`src/rtl/i2c_ovr_pkg.sv`:
```
package i2c_ovr_pkg;
  localparam int CTL_W  = 2;
  localparam int MON_W  = 4;
  // control bit positions
  localparam int CTL_REL = 0;
  localparam int CTL_RUN = 1;
  // monitor bit positions
  localparam int MON_SCL_SYNC  = 0;
  localparam int MON_SCL_DRIVE = 1;
  localparam int MON_SDA_SYNC  = 2;
  localparam int MON_SDA_DRIVE = 3;

  typedef struct packed {
    logic run;
    logic rel;
  } ctl_t;

  localparam ctl_t CTL_RESET = '{run: 1'b1, rel: 1'b1};
endpackage

```
`src/rtl/i2c_ovr_sync.sv`:
```
module i2c_ovr_sync #(
  parameter int W       = 2,
  parameter int STAGES  = 2,
  parameter logic [W-1:0] RST_VAL = '1
) (
  input  logic         clk,
  input  logic         rst_n,
  input  logic [W-1:0] d,
  output logic [W-1:0] q
);
  logic [W-1:0] stg [STAGES];
  logic live_q;

  always_ff @(posedge clk or negedge rst_n) begin
    if (!rst_n) live_q <= 1'b0;
    else        live_q <= 1'b1;
  end

  genvar i;
  generate
    for (i = 0; i < STAGES; i++) begin : g_stage
      if (i == 0) begin : g_first
        always_ff @(posedge clk or negedge rst_n) begin
          if (!rst_n) stg[0] <= RST_VAL;
          else        stg[0] <= d;
        end
        assert_stage_in_R6: assert property (@(posedge clk) disable iff (!rst_n)
          live_q |-> stg[0] == $past(d));
      end else begin : g_next
        always_ff @(posedge clk or negedge rst_n) begin
          if (!rst_n) stg[i] <= RST_VAL;
          else        stg[i] <= stg[i-1];
        end
        assert_stage_shift_R6: assert property (@(posedge clk) disable iff (!rst_n)
          live_q |-> stg[i] == $past(stg[i-1]));
      end
    end
  endgenerate

  assign q = stg[STAGES-1];
endmodule

```
`src/rtl/i2c_ovr_ctl.sv`:
```
module i2c_ovr_ctl
  import i2c_ovr_pkg::*;
(
  input  logic             clk,
  input  logic             rst_n,
  input  logic             we,
  input  logic [CTL_W-1:0] wdata,
  output ctl_t             ctl
);
  always_ff @(posedge clk or negedge rst_n) begin
    if (!rst_n)  ctl <= CTL_RESET;
    else if (we) ctl <= ctl_t'(wdata);
  end

  assert_hold_R8: assert property (@(posedge clk) disable iff (!rst_n)
    !we |=> $stable(ctl));
  assert_load_R8: assert property (@(posedge clk) disable iff (!rst_n)
    we |=> ctl == ctl_t'($past(wdata)));
endmodule

```
`src/rtl/i2c_ovr_mux.sv`:
```
module i2c_ovr_mux
  import i2c_ovr_pkg::*;
(
  input  logic clk,
  input  logic rst_n,
  input  ctl_t ctl,
  input  logic eng_scl_oe,
  input  logic eng_sda_oe,
  output logic scl_oe,
  output logic sda_oe
);
  always_comb begin
    if (ctl.run) begin
      scl_oe = eng_scl_oe;
      sda_oe = eng_sda_oe;
    end else begin
      scl_oe = ~ctl.rel;
      sda_oe = 1'b0;
    end
  end

  assert_engine_owns_R2: assert property (@(posedge clk) disable iff (!rst_n)
    ctl.run |-> (scl_oe == eng_scl_oe && sda_oe == eng_sda_oe));
  assert_scl_held_R3: assert property (@(posedge clk) disable iff (!rst_n)
    (!ctl.run && !ctl.rel) |-> scl_oe);
  assert_scl_freed_R4: assert property (@(posedge clk) disable iff (!rst_n)
    (!ctl.run && ctl.rel) |-> !scl_oe);
  assert_sda_freed_R5: assert property (@(posedge clk) disable iff (!rst_n)
    !ctl.run |-> !sda_oe);
endmodule

```
`src/rtl/i2c_line_override.sv`:
```
module i2c_line_override
  import i2c_ovr_pkg::*;
#(
  parameter int SYNC_STAGES = 2
) (
  input  logic             clk,
  input  logic             rst_n,
  input  logic             cfg_we,
  input  logic [CTL_W-1:0] cfg_wdata,
  input  logic             eng_scl_oe,
  input  logic             eng_sda_oe,
  input  logic             scl_in,
  input  logic             sda_in,
  output logic             scl_oe,
  output logic             sda_oe,
  output logic [MON_W-1:0] mon_rdata
);
  localparam int NLINES = 2;

  ctl_t ctl;
  logic [NLINES-1:0] pins_sync;

  i2c_ovr_ctl u_ctl (
    .clk   (clk),
    .rst_n (rst_n),
    .we    (cfg_we),
    .wdata (cfg_wdata),
    .ctl   (ctl)
  );

  i2c_ovr_sync #(.W(NLINES), .STAGES(SYNC_STAGES), .RST_VAL('1)) u_sync (
    .clk   (clk),
    .rst_n (rst_n),
    .d     ({sda_in, scl_in}),
    .q     (pins_sync)
  );

  i2c_ovr_mux u_mux (
    .clk        (clk),
    .rst_n      (rst_n),
    .ctl        (ctl),
    .eng_scl_oe (eng_scl_oe),
    .eng_sda_oe (eng_sda_oe),
    .scl_oe     (scl_oe),
    .sda_oe     (sda_oe)
  );

  always_comb begin
    mon_rdata                = '0;
    mon_rdata[MON_SCL_SYNC]  = pins_sync[0];
    mon_rdata[MON_SDA_SYNC]  = pins_sync[1];
    mon_rdata[MON_SCL_DRIVE] = ~scl_oe;
    mon_rdata[MON_SDA_DRIVE] = ~sda_oe;
  end

  assert_drive_view_R7: assert property (@(posedge clk) disable iff (!rst_n)
    (mon_rdata[MON_SCL_DRIVE] != scl_oe) && (mon_rdata[MON_SDA_DRIVE] != sda_oe));
endmodule

```
`config.mk`:
```
export PLATFORM = sky130hd
export DESIGN_NAME = i2c_line_override
export DESIGN_NICKNAME = d
export VERILOG_FILES = /design/src/rtl/i2c_ovr_pkg.sv /design/src/rtl/i2c_ovr_sync.sv /design/src/rtl/i2c_ovr_ctl.sv /design/src/rtl/i2c_ovr_mux.sv /design/src/rtl/i2c_line_override.sv
export SDC_FILE = /design/constraint.sdc
export NUM_CORES = 1
export LEC_CHECK = 0
export CORE_AREA = 2 2 39 41
export DETAILED_ROUTE_END_ITERATION = 8
export DIE_AREA = 0 0 41 43
export DONT_BUFFER_PORTS = 1
export MAX_ROUTING_LAYER = met4
export PLACE_DENSITY = 0.37
export SETUP_SLACK_MARGIN = 0.02
export SLEW_MARGIN = 0
export SYNTH_ARGS = -nofsm -noshare
export SYNTH_HDL_FRONTEND = slang
export SYNTH_SLANG_ARGS = --single-unit
```
`constraint.sdc`:
```
create_clock -name clk -period 1.2 [get_ports clk]
set_input_delay 0.3 -clock clk [delete_from_list [all_inputs] [get_ports clk]]
set_output_delay 0.3 -clock clk [all_outputs]
set_load 0.01 [all_outputs]
```
## Yosys cells after proc, flatten, opt, wreduce, memory -nomap -nowiden

Cells that the tools add are included.

| operators by class | value |
|---|---|
| $add $sub $neg | 0 |
| multiply operators | 0 |
| div/mod/pow operators | 0 |
| $lt $le $gt $ge | 0 |
| equality and inequality tests | 0 |
| shift operators | 0 |
| mux-type cells | 2 |
| bitwise gates (word level) | 3 |
| reduce and logical (&&, ||, !) cells | 0 |

Operators by type and width:

| kind | number |
|---|---|
| $not A1 Y1 | 3 |
| $mux W1 | 2 |

| word-level totals | value |
|---|---|
| bits in registers | 6 |
| bits in latches | 0 |
| RAM bits | 0 |
| ROM bits | 0 |
| bits of input ports | 9 |
| output and inout bits | 6 |
| logic and storage cells | 9 |
| memories kept | 0 |

## Longest topological paths before layout

| depth | value |
|---|---|
| word-level depth | 3 |
| depth in mapped cells | 2 |
| depth with buffers taken out | 2 |

## By module

Synthesis repeated with hierarchy kept, for this count alone.

| unflattened totals | value |
|---|---|
| cell total of the unflattened synthesis | 15 |
| area, all modules | 224.0 µm² |

Modules (own cells, without submodules):

| module | times used | cells each | area an instance (µm²) | sequential area each (µm²) |
|---|---|---|---|---|
| i2c_ovr_sync | 1 | 6 | 120.1 | 105.1 |
| i2c_ovr_ctl | 1 | 4 | 75.1 | 52.6 |
| i2c_ovr_mux | 1 | 3 | 21.3 | 0.0 |
| i2c_line_override | 1 | 2 | 7.5 | 0.0 |

## Least setup slack after synthesis

No wires, ideal clock.

| timing path | value |
|---|---|
| path kind | reg-to-output |
| start | reg, netlist name u_ctl.ctl[1] |
| end | out mon_rdata[1] |
| data arrival time | 0.791 ns |
| required time | 0.900 ns |
| slack | 0.109 ns |
| stages on the path, launching flop included | 3 |
| buffers on the path | 0 |
| path through | dfstp_2 > nor2_1 > a21oi_1 |

| between the ends | value |
|---|---|
| longest elaborated chain between the ends | 2 |

Ends and longest elaborated chain:

| element | line | source |
|---|---|---|
| $mux W1 | i2c_ovr_mux.sv:13 | `if (ctl.run) begin` |
| $not A1 Y1 | i2c_line_override.sv:52 | `mon_rdata[MON_SCL_DRIVE] = ~scl_oe;` |
| end: declaration | i2c_line_override.sv:16 | `output logic [MON_W-1:0] mon_rdata` |

Every way passes these cells.

## Worst setup path in the final report

| timing path | value |
|---|---|
| start | reg, netlist name u_ctl.ctl[1] |
| end | out scl_oe |

| between the ends | value |
|---|---|
| longest elaborated chain between the ends | 1 |

Ends and longest elaborated chain:

| element | line | source |
|---|---|---|
| $mux W1 | i2c_ovr_mux.sv:13 |  |
| end: declaration | i2c_line_override.sv:14 | `output logic scl_oe,` |

Every way passes these cells.

==> flow_metrics.tcl <==
set metrics [dict create \
    outcome "finished, violations left" \
    failed_checks "negative setup slack" \
    fp.dieArea_um2 1763 \
    synthSimpleGateAreaFrac_pct 3.429 \
    setup_viol 4 \
    cts_buffer_depth 2 \
    hp-class "in -> reg" \
    finalHoldViolCount 0 \
    layout_commonest_cell "dfstp_2" \
    port_buffers 0 \
    ys_types 8 \
    fin_crit_sh_pct 111.5 \
    leakagePower_nw 0.1132 \
    area_delta_synth_final_pct 23.43 \
    first_pass_iters 1 \
    dpl_cell_area_um2 224.0 \
    syn-num-nets 24 \
    worstSetupPathType "reg -> out" \
    drc 0 \
    antenna_found_initial 0 \
    crit_chain "nor2_2 -> a21o_1" \
    die_w_um 41 \
    reg2reg_from "u_ctl.ctl[1]$_DFFE_PN1P_" \
    finalSetupTns_ns -0.3955 \
    drive_gt1_share_pct 83.33 \
    wl_per_cell_um 9.882 \
    cp_num_buf_inv 0 \
    synth_top_area_share_pct 72.00 \
    start_kind "flop" \
    crit_required_ns 0.90 \
    grt_max_degree 7 \
    overflow 0 \
    slowest_stage "dfstp_2" \
    slew-limit-headroom_pct 82.87 \
    skew_ns 0.0003171 \
    path_delay_family "flip-flops" \
    die_h_um 43 \
    synth-xor-area-share_pct 0 \
    crit_end "scl_oe" \
    powerDensity_nw_per_um2 1695 \
    critPathMaxFanout 5 \
    htreeDepth 1 \
    synth.avg_cell_area_um2 14.60 \
    clock-sinks 6 \
    vias 110 \
    synth_top_family_by_area "multiplexers" \
    nNetsFinal 29 \
    crit_start "u_ctl.ctl[1]$_DFFE_PN1P_" \
    synth_mux_area_share_pct 10.29 \
    ios 15 \
    grt_pass1_wl_um 503 \
    end_kind "primary output" \
    fillers 153 \
    stdcell_count 34 \
    synth_top_cell_by_area "dfstp_2" \
    insertion_delay_ns 0.24 \
    ir_worst_vdd_uv 532.5 \
    final_cell_mix "6 x dfstp_2, 3 x clkbuf_4, 2 x mux2_2" \
    maxCapViolations 0 \
    fmax_ghz 0.7474 \
    final-seq-area_um2 157.7 \
    cp.arrival_ns 1.04 \
    first_iter_violations 0 \
    yosys_warnings 0 \
    cp_slowest_stage_delay_ns 0.56 \
    final_area_um2 270.3 \
    synth_compound_area_share_pct 5.714 \
    r2r-end "u_ctl.ctl[1]$_DFFE_PN1P_" \
    syn_inst 15 \
    grt_pass1_vias 131 \
    multi_input_area_um2 48.80 \
    total_power_uw 458.1 \
    core_area_um2 1384 \
    synth-seq-cells 6 \
    clk_pin_slew_ns 0.04 \
    worst_slew_pin_slew_ns 0.2561 \
    r2r_setup_slack_ns 0.43 \
    root_buffer "clkbuf_4" \
    synthAdderAreaFrac_pct 0 \
    ant_nets 0 \
    cts_buffers 3 \
    netlist_area_um2 219.0 \
    synth-seq-area-share_pct 72.00 \
    viasPerCell 3.235 \
    slew_viol_final 0 \
    hold_slack_ns 0.05992 \
    grtUsageTotal_pct 4.762 \
    placed_cells 29 \
    holdPathStages 0 \
    worst-path-stages 2 \
    reg2reg_depth 1 \
    start_util_pct 15.82 \
    setup_slack_ns -0.1380 \
    cts_tree "yes" \
    fp-row-count 14 \
    rsz0062_at_grt "true" \
    synthTopCellsByArea "dfstp_2 72%, mux2_2 10%, buf_4 6.9%" \
    diodes 0 \
    gp_congestion 0.5278 \
    totalWireLength_um 336 \
    layout_min_cycle_time_ns 1.338 \
]
-- metrics by stage --
step           worst slack, ns  util (%)
6_report               -0.1380     19.53
5_1_grt                -0.1796     19.53
4_1_cts                -0.1550     19.53
3_5_place_dp           0.07221     16.18
3_3_place_gp           0.08023     16.18
2_1_floorplan           0.1092         -
-- timing repair --
| item | in CTS | in global routing |
|---|---|---|
| endpoints found under the hold margin | 6 | 0 |
| gates resized for setup | 3 | 0 |
| hold buffers | 1 | 0 |
| setup buffers | 1 | 0 |
| endpoints found under the setup margin | 4 | 4 |
-- registers in the layout (all words and copies together) (netlist names) --
| name | flops |
|---|---|
| u_ctl.ctl | 2 |
| u_sync.q | 2 |
| u_sync.stg | 2 |
-- worst min path at each step --
stage	from	end	slack [ns]
final	scl_in	u_sync.stg[2]$_DFF_PN1_	0.06
after global routing	sda_in	u_sync.stg[3]$_DFF_PN1_	0.04
after CTS	sda_in	u_sync.stg[3]$_DFF_PN1_	0.05
after detailed placement	rst_n	u_sync.stg[3]$_DFF_PN1_	0.15
after global placement	rst_n	u_sync.stg[3]$_DFF_PN1_	0.15
after floorplan	rst_n	u_ctl.ctl[0]$_DFFE_PN1P_	0.15
-- metal layers --
layer | track usage [%] | vias up | routed length, µm
li1 | - | 54 | -
met1 | 3.934 | 53 | 94
met2 | 6.875 | 3 | 225
met3 | 3.141 | 0 | 16
met4 | 4.000 | 0 | 0
met5 | - | - | 0
-- final cells by class --
type	instances	share of cell area (%)
flip-flops and latches	6	58.33
multi-input cells	6	18.06
clock buffers	3	8.333
well taps	16	7.407
repair buffers	2	6.481
inverters	1	1.389
-- cell usage after synthesis --
library cell	instances
nand2_1	1
mux2_2	2
a21oi_1	1
inv_1	1
dfstp_2	6
buf_4	2
a21o_1	1
nor2_1	1
-- logic make-up (layout without fill, tap and decap cells) --
family,count (synthesis),after routing
mux,2,2
flops,6,6
simple gates,2,2
compound gates,2,2
buf+inv,3,6
-- power by group --
group / switching [mW] / internal [mW] / leakage (nW)
combinational: 0.0228 / 0.0199 / 0.0363
clock: 0.0644 / 0.113 / 0.0138
sequential: 0.0107 / 0.228 / 0.0631
total: 0.0980 / 0.360 / 0.113
Note: power is estimated with default switching activity, not from simulation.
